$ cat src/rtl/can_rxb_pkg.sv
package can_rxb_pkg;

    localparam int ID_W   = 29;
    localparam int DLC_W  = 4;
    localparam int NBYTES = 8;
    localparam int DATA_W = NBYTES * 8;
    localparam int GRP_W  = 5;

    typedef struct packed {
        logic [ID_W-1:0]   id;
        logic              ext;
        logic [DLC_W-1:0]  dlc;
        logic [DATA_W-1:0] data;
        logic [GRP_W-1:0]  grp;
    } rx_frame_t;

    // Zero every payload byte at or beyond the effective byte count.
    function automatic logic [DATA_W-1:0] trim_payload(
        input logic [DLC_W-1:0]  dlc,
        input logic [DATA_W-1:0] raw
    );
        logic [DATA_W-1:0] res;
        int unsigned       nb;
        nb  = (int'(dlc) > NBYTES) ? NBYTES : int'(dlc);
        res = raw;
        for (int b = 0; b < NBYTES; b++) begin
            if (b >= int'(nb)) begin
                res[b*8 +: 8] = 8'h00;
            end
        end
        return res;
    endfunction

endpackage

$ cat src/rtl/rxb_slots.sv
module rxb_slots
    import can_rxb_pkg::*;
#(
    parameter int DEPTH = 2,
    parameter int CNT_W = $clog2(DEPTH + 1)
) (
    input  logic             clk,
    input  logic             rst,
    input  logic             shift,
    input  logic             wr_en,
    input  logic [CNT_W-1:0] wr_idx,
    input  rx_frame_t        wr_frame,
    output rx_frame_t        head
);

    rx_frame_t slot_q [DEPTH];

    for (genvar i = 0; i < DEPTH; i++) begin : g_slot
        rx_frame_t upper;
        if (i == DEPTH - 1) begin : g_last
            assign upper = slot_q[i];
        end else begin : g_mid
            assign upper = slot_q[i+1];
        end

        always_ff @(posedge clk) begin
            if (rst) begin
                slot_q[i] <= '0;
            end else if (wr_en && wr_idx == CNT_W'(i)) begin
                slot_q[i] <= wr_frame;
            end else if (shift) begin
                slot_q[i] <= upper;
            end
        end
    end

    assign head = slot_q[0];

endmodule

$ cat src/rtl/rxb_ctrl.sv
module rxb_ctrl #(
    parameter int DEPTH = 2,
    parameter int CNT_W = $clog2(DEPTH + 1)
) (
    input  logic             clk,
    input  logic             rst,
    input  logic             soft_rst,
    input  logic             accept,
    input  logic             release_req,
    input  logic             clr_ovr,
    input  logic             rx_irq_en,
    output logic [CNT_W-1:0] count,
    output logic             shift,
    output logic             store,
    output logic [CNT_W-1:0] wr_idx,
    output logic             ovr_flag,
    output logic             rx_pulse
);

    logic [CNT_W-1:0] cnt_q;
    logic [CNT_W-1:0] after_rel;
    logic             ovr_evt;
    logic             ovr_q;
    logic             rxp_q;

    always_comb begin
        shift     = release_req && (cnt_q != '0) && !soft_rst;
        after_rel = cnt_q - CNT_W'(shift);
        store     = accept && !soft_rst && (after_rel < CNT_W'(DEPTH));
        ovr_evt   = accept && !soft_rst && (after_rel == CNT_W'(DEPTH));
        wr_idx    = after_rel;
    end

    always_ff @(posedge clk) begin
        if (rst || soft_rst) begin
            cnt_q <= '0;
            ovr_q <= 1'b0;
            rxp_q <= 1'b0;
        end else begin
            cnt_q <= after_rel + CNT_W'(store);
            rxp_q <= rx_irq_en && store && (cnt_q == '0);
            if (ovr_evt) begin
                ovr_q <= 1'b1;
            end else if (clr_ovr) begin
                ovr_q <= 1'b0;
            end
        end
    end

    assign count    = cnt_q;
    assign ovr_flag = ovr_q;
    assign rx_pulse = rxp_q;

    p_cnt_bound_r1: assert property (@(posedge clk) disable iff (rst)
        cnt_q <= CNT_W'(DEPTH));

    p_release_step_r2: assert property (@(posedge clk) disable iff (rst)
        release_req && !accept && !soft_rst && cnt_q != '0
        |=> cnt_q == $past(cnt_q) - CNT_W'(1));

    p_full_overrun_r3: assert property (@(posedge clk) disable iff (rst)
        accept && !release_req && !soft_rst && cnt_q == CNT_W'(DEPTH)
        |=> ovr_q && cnt_q == CNT_W'(DEPTH));

    p_clear_ovr_r8: assert property (@(posedge clk) disable iff (rst)
        clr_ovr && !soft_rst && !(accept && !release_req && cnt_q == CNT_W'(DEPTH))
        |=> !ovr_q);

    p_soft_reset_r10: assert property (@(posedge clk) disable iff (rst)
        soft_rst |=> cnt_q == '0 && !ovr_q && !rxp_q);

endmodule

$ cat src/rtl/can_rx_dbuf.sv
module can_rx_dbuf
    import can_rxb_pkg::*;
#(
    parameter int DEPTH = 2,
    localparam int CNT_W = $clog2(DEPTH + 1)
) (
    input  logic              clk,
    input  logic              rst,
    input  logic              soft_rst,
    input  logic              in_valid,
    input  logic [ID_W-1:0]   in_id,
    input  logic              in_ext,
    input  logic [DLC_W-1:0]  in_dlc,
    input  logic [DATA_W-1:0] in_data,
    input  logic              flt_accept,
    input  logic [GRP_W-1:0]  flt_group,
    input  logic              cmd_release,
    input  logic              cmd_clr_ovr,
    input  logic              rx_irq_en,
    input  logic              ovr_irq_en,
    output logic              rd_valid,
    output logic [CNT_W-1:0]  rd_count,
    output logic [ID_W-1:0]   rd_id,
    output logic              rd_ext,
    output logic [DLC_W-1:0]  rd_dlc,
    output logic [DATA_W-1:0] rd_data,
    output logic [GRP_W-1:0]  rd_group,
    output logic              ovr_status,
    output logic              rx_irq,
    output logic              ovr_irq
);

    rx_frame_t        inc;
    rx_frame_t        head;
    logic             accept;
    logic             shift;
    logic             store;
    logic [CNT_W-1:0] wr_idx;
    logic [CNT_W-1:0] count;

    always_comb begin
        accept   = in_valid && flt_accept;
        inc.id   = in_id;
        inc.ext  = in_ext;
        inc.dlc  = in_dlc;
        inc.data = trim_payload(in_dlc, in_data);
        inc.grp  = flt_group;
    end

    rxb_ctrl #(.DEPTH(DEPTH), .CNT_W(CNT_W)) u_ctrl (
        .clk         (clk),
        .rst         (rst),
        .soft_rst    (soft_rst),
        .accept      (accept),
        .release_req (cmd_release),
        .clr_ovr     (cmd_clr_ovr),
        .rx_irq_en   (rx_irq_en),
        .count       (count),
        .shift       (shift),
        .store       (store),
        .wr_idx      (wr_idx),
        .ovr_flag    (ovr_status),
        .rx_pulse    (rx_irq)
    );

    rxb_slots #(.DEPTH(DEPTH), .CNT_W(CNT_W)) u_slots (
        .clk      (clk),
        .rst      (rst),
        .shift    (shift),
        .wr_en    (store),
        .wr_idx   (wr_idx),
        .wr_frame (inc),
        .head     (head)
    );

    assign rd_count = count;
    assign rd_valid = (count != '0);
    assign rd_id    = head.id;
    assign rd_ext   = head.ext;
    assign rd_dlc   = head.dlc;
    assign rd_data  = head.data;
    assign rd_group = head.grp;
    assign ovr_irq  = ovr_status && ovr_irq_en;

    p_reject_inert_r4: assert property (@(posedge clk) disable iff (rst)
        in_valid && !flt_accept && !cmd_release && !cmd_clr_ovr && !soft_rst
        |=> $stable(rd_count) && $stable(ovr_status) && $stable(rd_id) && $stable(rd_group));

    p_full_head_kept_r3: assert property (@(posedge clk) disable iff (rst)
        accept && !cmd_release && !soft_rst && rd_count == CNT_W'(DEPTH)
        |=> $stable(rd_id) && $stable(rd_data) && $stable(rd_group));

    p_rx_pulse_data_r9: assert property (@(posedge clk) disable iff (rst)
        rx_irq |-> rd_valid && !$past(rd_valid));

endmodule

$ cat config.mk
export PLATFORM = sky130hd
export DESIGN_NAME = can_rx_dbuf
export DESIGN_NICKNAME = d
export VERILOG_FILES = /design/src/rtl/can_rxb_pkg.sv /design/src/rtl/rxb_slots.sv /design/src/rtl/rxb_ctrl.sv /design/src/rtl/can_rx_dbuf.sv
export SDC_FILE = /design/constraint.sdc
export NUM_CORES = 1
export LEC_CHECK = 0
export ABC_AREA = 1
export BUFFER_PORTS_ARGS = -buffer_cell sky130_fd_sc_hd__buf_2
export CORE_AREA = 3 3 190 136
export DETAILED_ROUTE_END_ITERATION = 10
export DIE_AREA = 0 0 193 139
export GPL_TIMING_DRIVEN = 0
export RECOVER_POWER = 50
export SYNTH_ARGS = -nofsm -noshare
export SYNTH_HDL_FRONTEND = slang
export SYNTH_SLANG_ARGS = --single-unit
$ cat constraint.sdc
create_clock -name clk -period 17.69 [get_ports clk]
set_input_delay 4.4225 -clock clk [delete_from_list [all_inputs] [get_ports clk]]
set_output_delay 4.4225 -clock clk [all_outputs]
set_load 0.02 [all_outputs]
; After elaboration in Yosys (flattened, before gate mapping)
; Memory sizes are Yosys's and may differ from the RTL's.
; Index checks and enable logic that the tools add are counted.
[classes]
reduce_logical = 17
add_sub_neg = 2
magnitude_cmp = 10
bitwise_logic = 4
n_mux = 30
n_eq_ne = 2
[op_table]
columns = cell, n
row1 = 2-to-1 mux 103 bit, 4
row2 = 2-to-1 mux 8 bit, 8
row3 = 2-to-1 mux 1 bit, 17
row4 = ">= comparator 3 x 4 -> 1 bit, first input constant", 4
row5 = logical AND 1 bit, 11
row6 = ">= comparator 1 x 4 -> 1 bit, first input constant", 2
row7 = ">= comparator 2 x 4 -> 1 bit, first input constant", 2
row8 = "> comparator 4 bit, second input constant", 1
row9 = zero test 2 bit, 2
row10 = 2-to-1 mux 4 bit, 1
row11 = bitwise OR 1 bit, 4
row12 = nonzero test 2 bit, 2
row13 = adder 2 x 1 -> 2 bit, 1
row14 = "equality test 2 x 1 -> 1 bit, second input constant", 1
row15 = "equality test 2 bit, second input constant", 1
row16 = "< comparator 2 bit, second input constant", 1
row17 = subtractor 2 x 1 -> 2 bit, 1
row18 = zero test 1 bit, 1
row19 = logical OR 1 bit, 1
[totals]
input_bits = 112
ff_bits = 4
ramBits = 206
out_inout_bits = 109
n_memories = 1
[memory_table]
columns = name, depth, word_bits, rd, rd_clocked_by_memory_dff, wr, line_no
row1 = u_slots.slot_q, 2, 103, 2, 0, 2, rxb_slots.sv:16  ; rx_frame_t slot_q [DEPTH];

; Logic depth before layout (Yosys ltp)
[logic_depth]
depth_word = 12
mapped_depth = 14

; Cells and area by module
; Synthesis repeated with hierarchy kept, for this count alone.
[unflattened]
hier_cells = 984
area_unflattened_um2 = 9929.5
[modules_own_cells]
columns = module, area_each_um2, cells_per_inst, n_inst
row1 = rxb_slots, 9103.7, 799, 1
row2 = can_rx_dbuf, 609.3, 151, 1
row3 = rxb_ctrl, 216.5, 34, 1

; Worst setup path after synthesis
; No wires, ideal clock.
[synth_path]
path_kind = in2out
from = input ovr_irq_en
to = output ovr_irq
setup_slack_ns = 8.660
path_buffers = 0
required_time_ns = 13.267
arrival_time_ns = 4.607
stages = 2
path_cell_list = nand2_1 -> inv_1
[synth_between]
elab_chain_cells = 1
[synth_lines]
columns = element, line_no
row1 = start: declaration, can_rx_dbuf.sv:20  ; input logic ovr_irq_en,
row2 = logical AND 1 bit, can_rx_dbuf.sv:83  ; assign ovr_irq = ovr_status && ovr_irq_en;
row3 = end: declaration, can_rx_dbuf.sv:30  ; output logic ovr_irq
; No other way between the ends.

; Worst setup path in the final report
; Ends and elaborated chain as after synthesis.

==> impl_metrics.tcl <==
set metrics [dict create \
    grt_max_degree 58 \
    place.gp.congestion 0.788 \
    area_delta_synth_final_pct 21.5 \
    clk_latency_ns 0.50 \
    worst_hold_path.num_cells 2 \
    instances_no_fill 1513 \
    vias_per_cell 4.79 \
    core.rowCount 48 \
    status "finished, final reports clean" \
    path_class "input port to primary output" \
    chipWidth_um 193 \
    synth.mux.area_fraction_pct 0 \
    r2r-end "u_slots.slot_q[0][75]$_DFFE_PP_" \
    ios 221 \
    post-route-period-util_pct 51.8 \
    coreArea_um2 24400 \
    finalPower_mw 1.12 \
    grt_pass1_vias 7005 \
    ys_seq_area_share_pct 65.1 \
    whs_endpoint "u_ctrl.ovr_flag$_SDFFE_PP0P_" \
    fmax_ghz 0.109 \
    cts_made_buffers 23 \
    via_count 7249 \
    crit_path_end_kind "primary output" \
    overflow 0 \
    drc 0 \
    holdBufCountCts 0 \
    syn_nets 1040 \
    cts-root-buf "clkbuf_16" \
    drt_iter0_drc 521 \
    grt_first_pass_wirelength_um 39100 \
    r2r_setup_slack_ns 14.28 \
    syn_area_um2 9620 \
    peakVddDrop_mv 0.0559 \
    wl_per_cell_um 16.9 \
    drt.antenna.violating_nets 0 \
    synthAdderAreaFrac_pct 0.260 \
    port-buffer-count 220 \
    skew_ns 0.00829 \
    timing.rr.start "u_ctrl.count[1]$_SDFF_PP0_" \
    post_cts_resized 0 \
    slew_headroom_pct 41.2 \
    clk_pin_slew_ns 0.06 \
    dp_cells 1474 \
    clock-sinks 210 \
    synth_compound_area_share_pct 0.156 \
    tightest_slew_ns 0.878 \
    hold_start "u_ctrl.ovr_flag$_SDFFE_PP0P_" \
    maxCapViolCount 0 \
    postCtsSetupRepairBufs 0 \
    synthSimpleGateAreaFrac_pct 25.2 \
    nFillCells 2425 \
    cts_tree "built" \
    synth.distinct_cells 21 \
    start_kind "input port" \
    avgSynthCellArea_um2 10.4 \
    cts_max_level 1 \
    hold_violations 0 \
    p_leak_nw 5.24 \
    fp.dieH_um 139 \
    drt_pass1_iterations 8 \
    power_density_nw_per_um2 96.0 \
    cts_buffer_depth 3 \
    r2r_cells 14 \
    hpwl_um 17500 \
    synth-seq-cells 210 \
    timing.setup.tns_ns 0 \
    cp_max_fo 1 \
    grt_setup_unrepaired "false" \
    final-setup-viol-count 0 \
    final_nets 1288 \
    required_ns 13.27 \
    synth_top_family_by_area "simple AND/OR/NAND/NOR gates" \
    die_area_um2 26800 \
    netlist_instances 926 \
    report.final.slew_viol_count 0 \
    hp-class "register to register" \
    min_period_ns 9.17 \
    grtUsageTotal_pct 18.7 \
    synth_xor_area_share_pct 0 \
    totalWireLength_um 25500 \
    ys_warn_count 0 \
    drive_gt1_share_pct 20.5 \
    antenna_found_initial 5 \
    initial_core_util_pct 39.4 \
    cp_data_arrival_time_ns 4.74 \
]
[state kept, by name (all words and copies together) (netlist names)]
register and flops:
u_ctrl.rx_pulse 1, u_ctrl.count 2, u_ctrl.ovr_flag 1, u_slots.slot_q 206
[power by group]
group / leakage, nW / internal [mW] / switching (mW)
clock: 0.326 / 0.248 / 0.190
sequential: 2.18 / 0.571 / 0.00678
combinational: 2.74 / 0.0282 / 0.0764
[cells in the mapped netlist (all sizes together)]
library cell	n	area (um^2)
nor2	149	714
nand2	153	582
edfxtp	206	6190
inv	137	514
a21oi	2	10.0
o21ai	1	5.00
nand3b	17	128
buf	51	355
nand3	197	986
dfxtp	4	80.1
ha	2	25.0
nor3	2	15.0
clkbuf	5	18.8
[worst max-delay path by stage]
stage	startpoint	end	slack, ns	cells past startpoint
4_1_cts	ovr_irq_en	ovr_irq	8.52	4
2_1_floorplan	ovr_irq_en	ovr_irq	8.66	2
3_5_place_dp	ovr_irq_en	ovr_irq	8.52	4
5_1_grt	ovr_irq_en	ovr_irq	8.50	4
3_3_place_gp	soft_rst	u_slots.slot_q[0][46]$_DFFE_PP_	6.11	11
6_report	ovr_irq_en	ovr_irq	8.52	4
[critical path: stages]
cell	delay, ns
buf_2	0.09
nand2_1	0.05
inv_1	0.03
buf_2	0.14
[per-stage QoR]
stage	hold WS, ns	utilization, %	setup slack [ns]	cell area, um^2
floorplan	0.525	-	8.66	9620
global placement	0.472	45.6	6.11	11100
detailed placement	0.482	46.1	8.52	11200
CTS	0.492	48.8	8.52	11900
global route	0.519	47.9	8.50	11700
finish	0.487	47.9	8.52	11700
[placed cells by master, fill, tap and decap left out, drive strengths merged]
master / netlist / final
clkbuf: 5 / 160
dfxtp: 4 / 4
nor3: 2 / 2
nor2: 149 / 149
nand3b: 17 / 17
clkinvlp: 0 / 3
a21oi: 2 / 2
ha: 2 / 2
nand3: 197 / 197
inv: 137 / 137
buf: 51 / 147
edfxtp: 206 / 206
diode: 0 / 1
nand2: 153 / 153
o21ai: 1 / 1
clkinv: 0 / 7
[layer usage]
layer | GRT usage (%) | routed length (um) | vias to the layer above
met5 | 0 | 48 | -
met2 | 27.6 | 10900 | 257
met1 | 28.1 | 11700 | 3404
met4 | 3.08 | 431 | 8
li1 | - | - | 3544
met3 | 5.08 | 2400 | 36
[final cells by class]
class	count	area [um^2]	area share [%]
multi-input cells	523	2470	21.2
clock inverters	10	52.6	0.450
diodes	1	2.50	0.0214
clock buffers	28	624	5.34
flip-flops and latches	210	6270	53.6
plain buffers	56	295	2.53
well taps	325	407	3.48
repair buffers	223	1050	8.96
inverters	137	514	4.40
[kinds of logic after synthesis]
logic type / after synthesis
flip-flops: 210
adder cells (fa/ha/maj): 2
buffers and inverters: 193
AO/OA/AOI/OAI: 3
AND/OR/NAND/NOR: 518
Note: power is estimated with default switching activity, not from simulation.
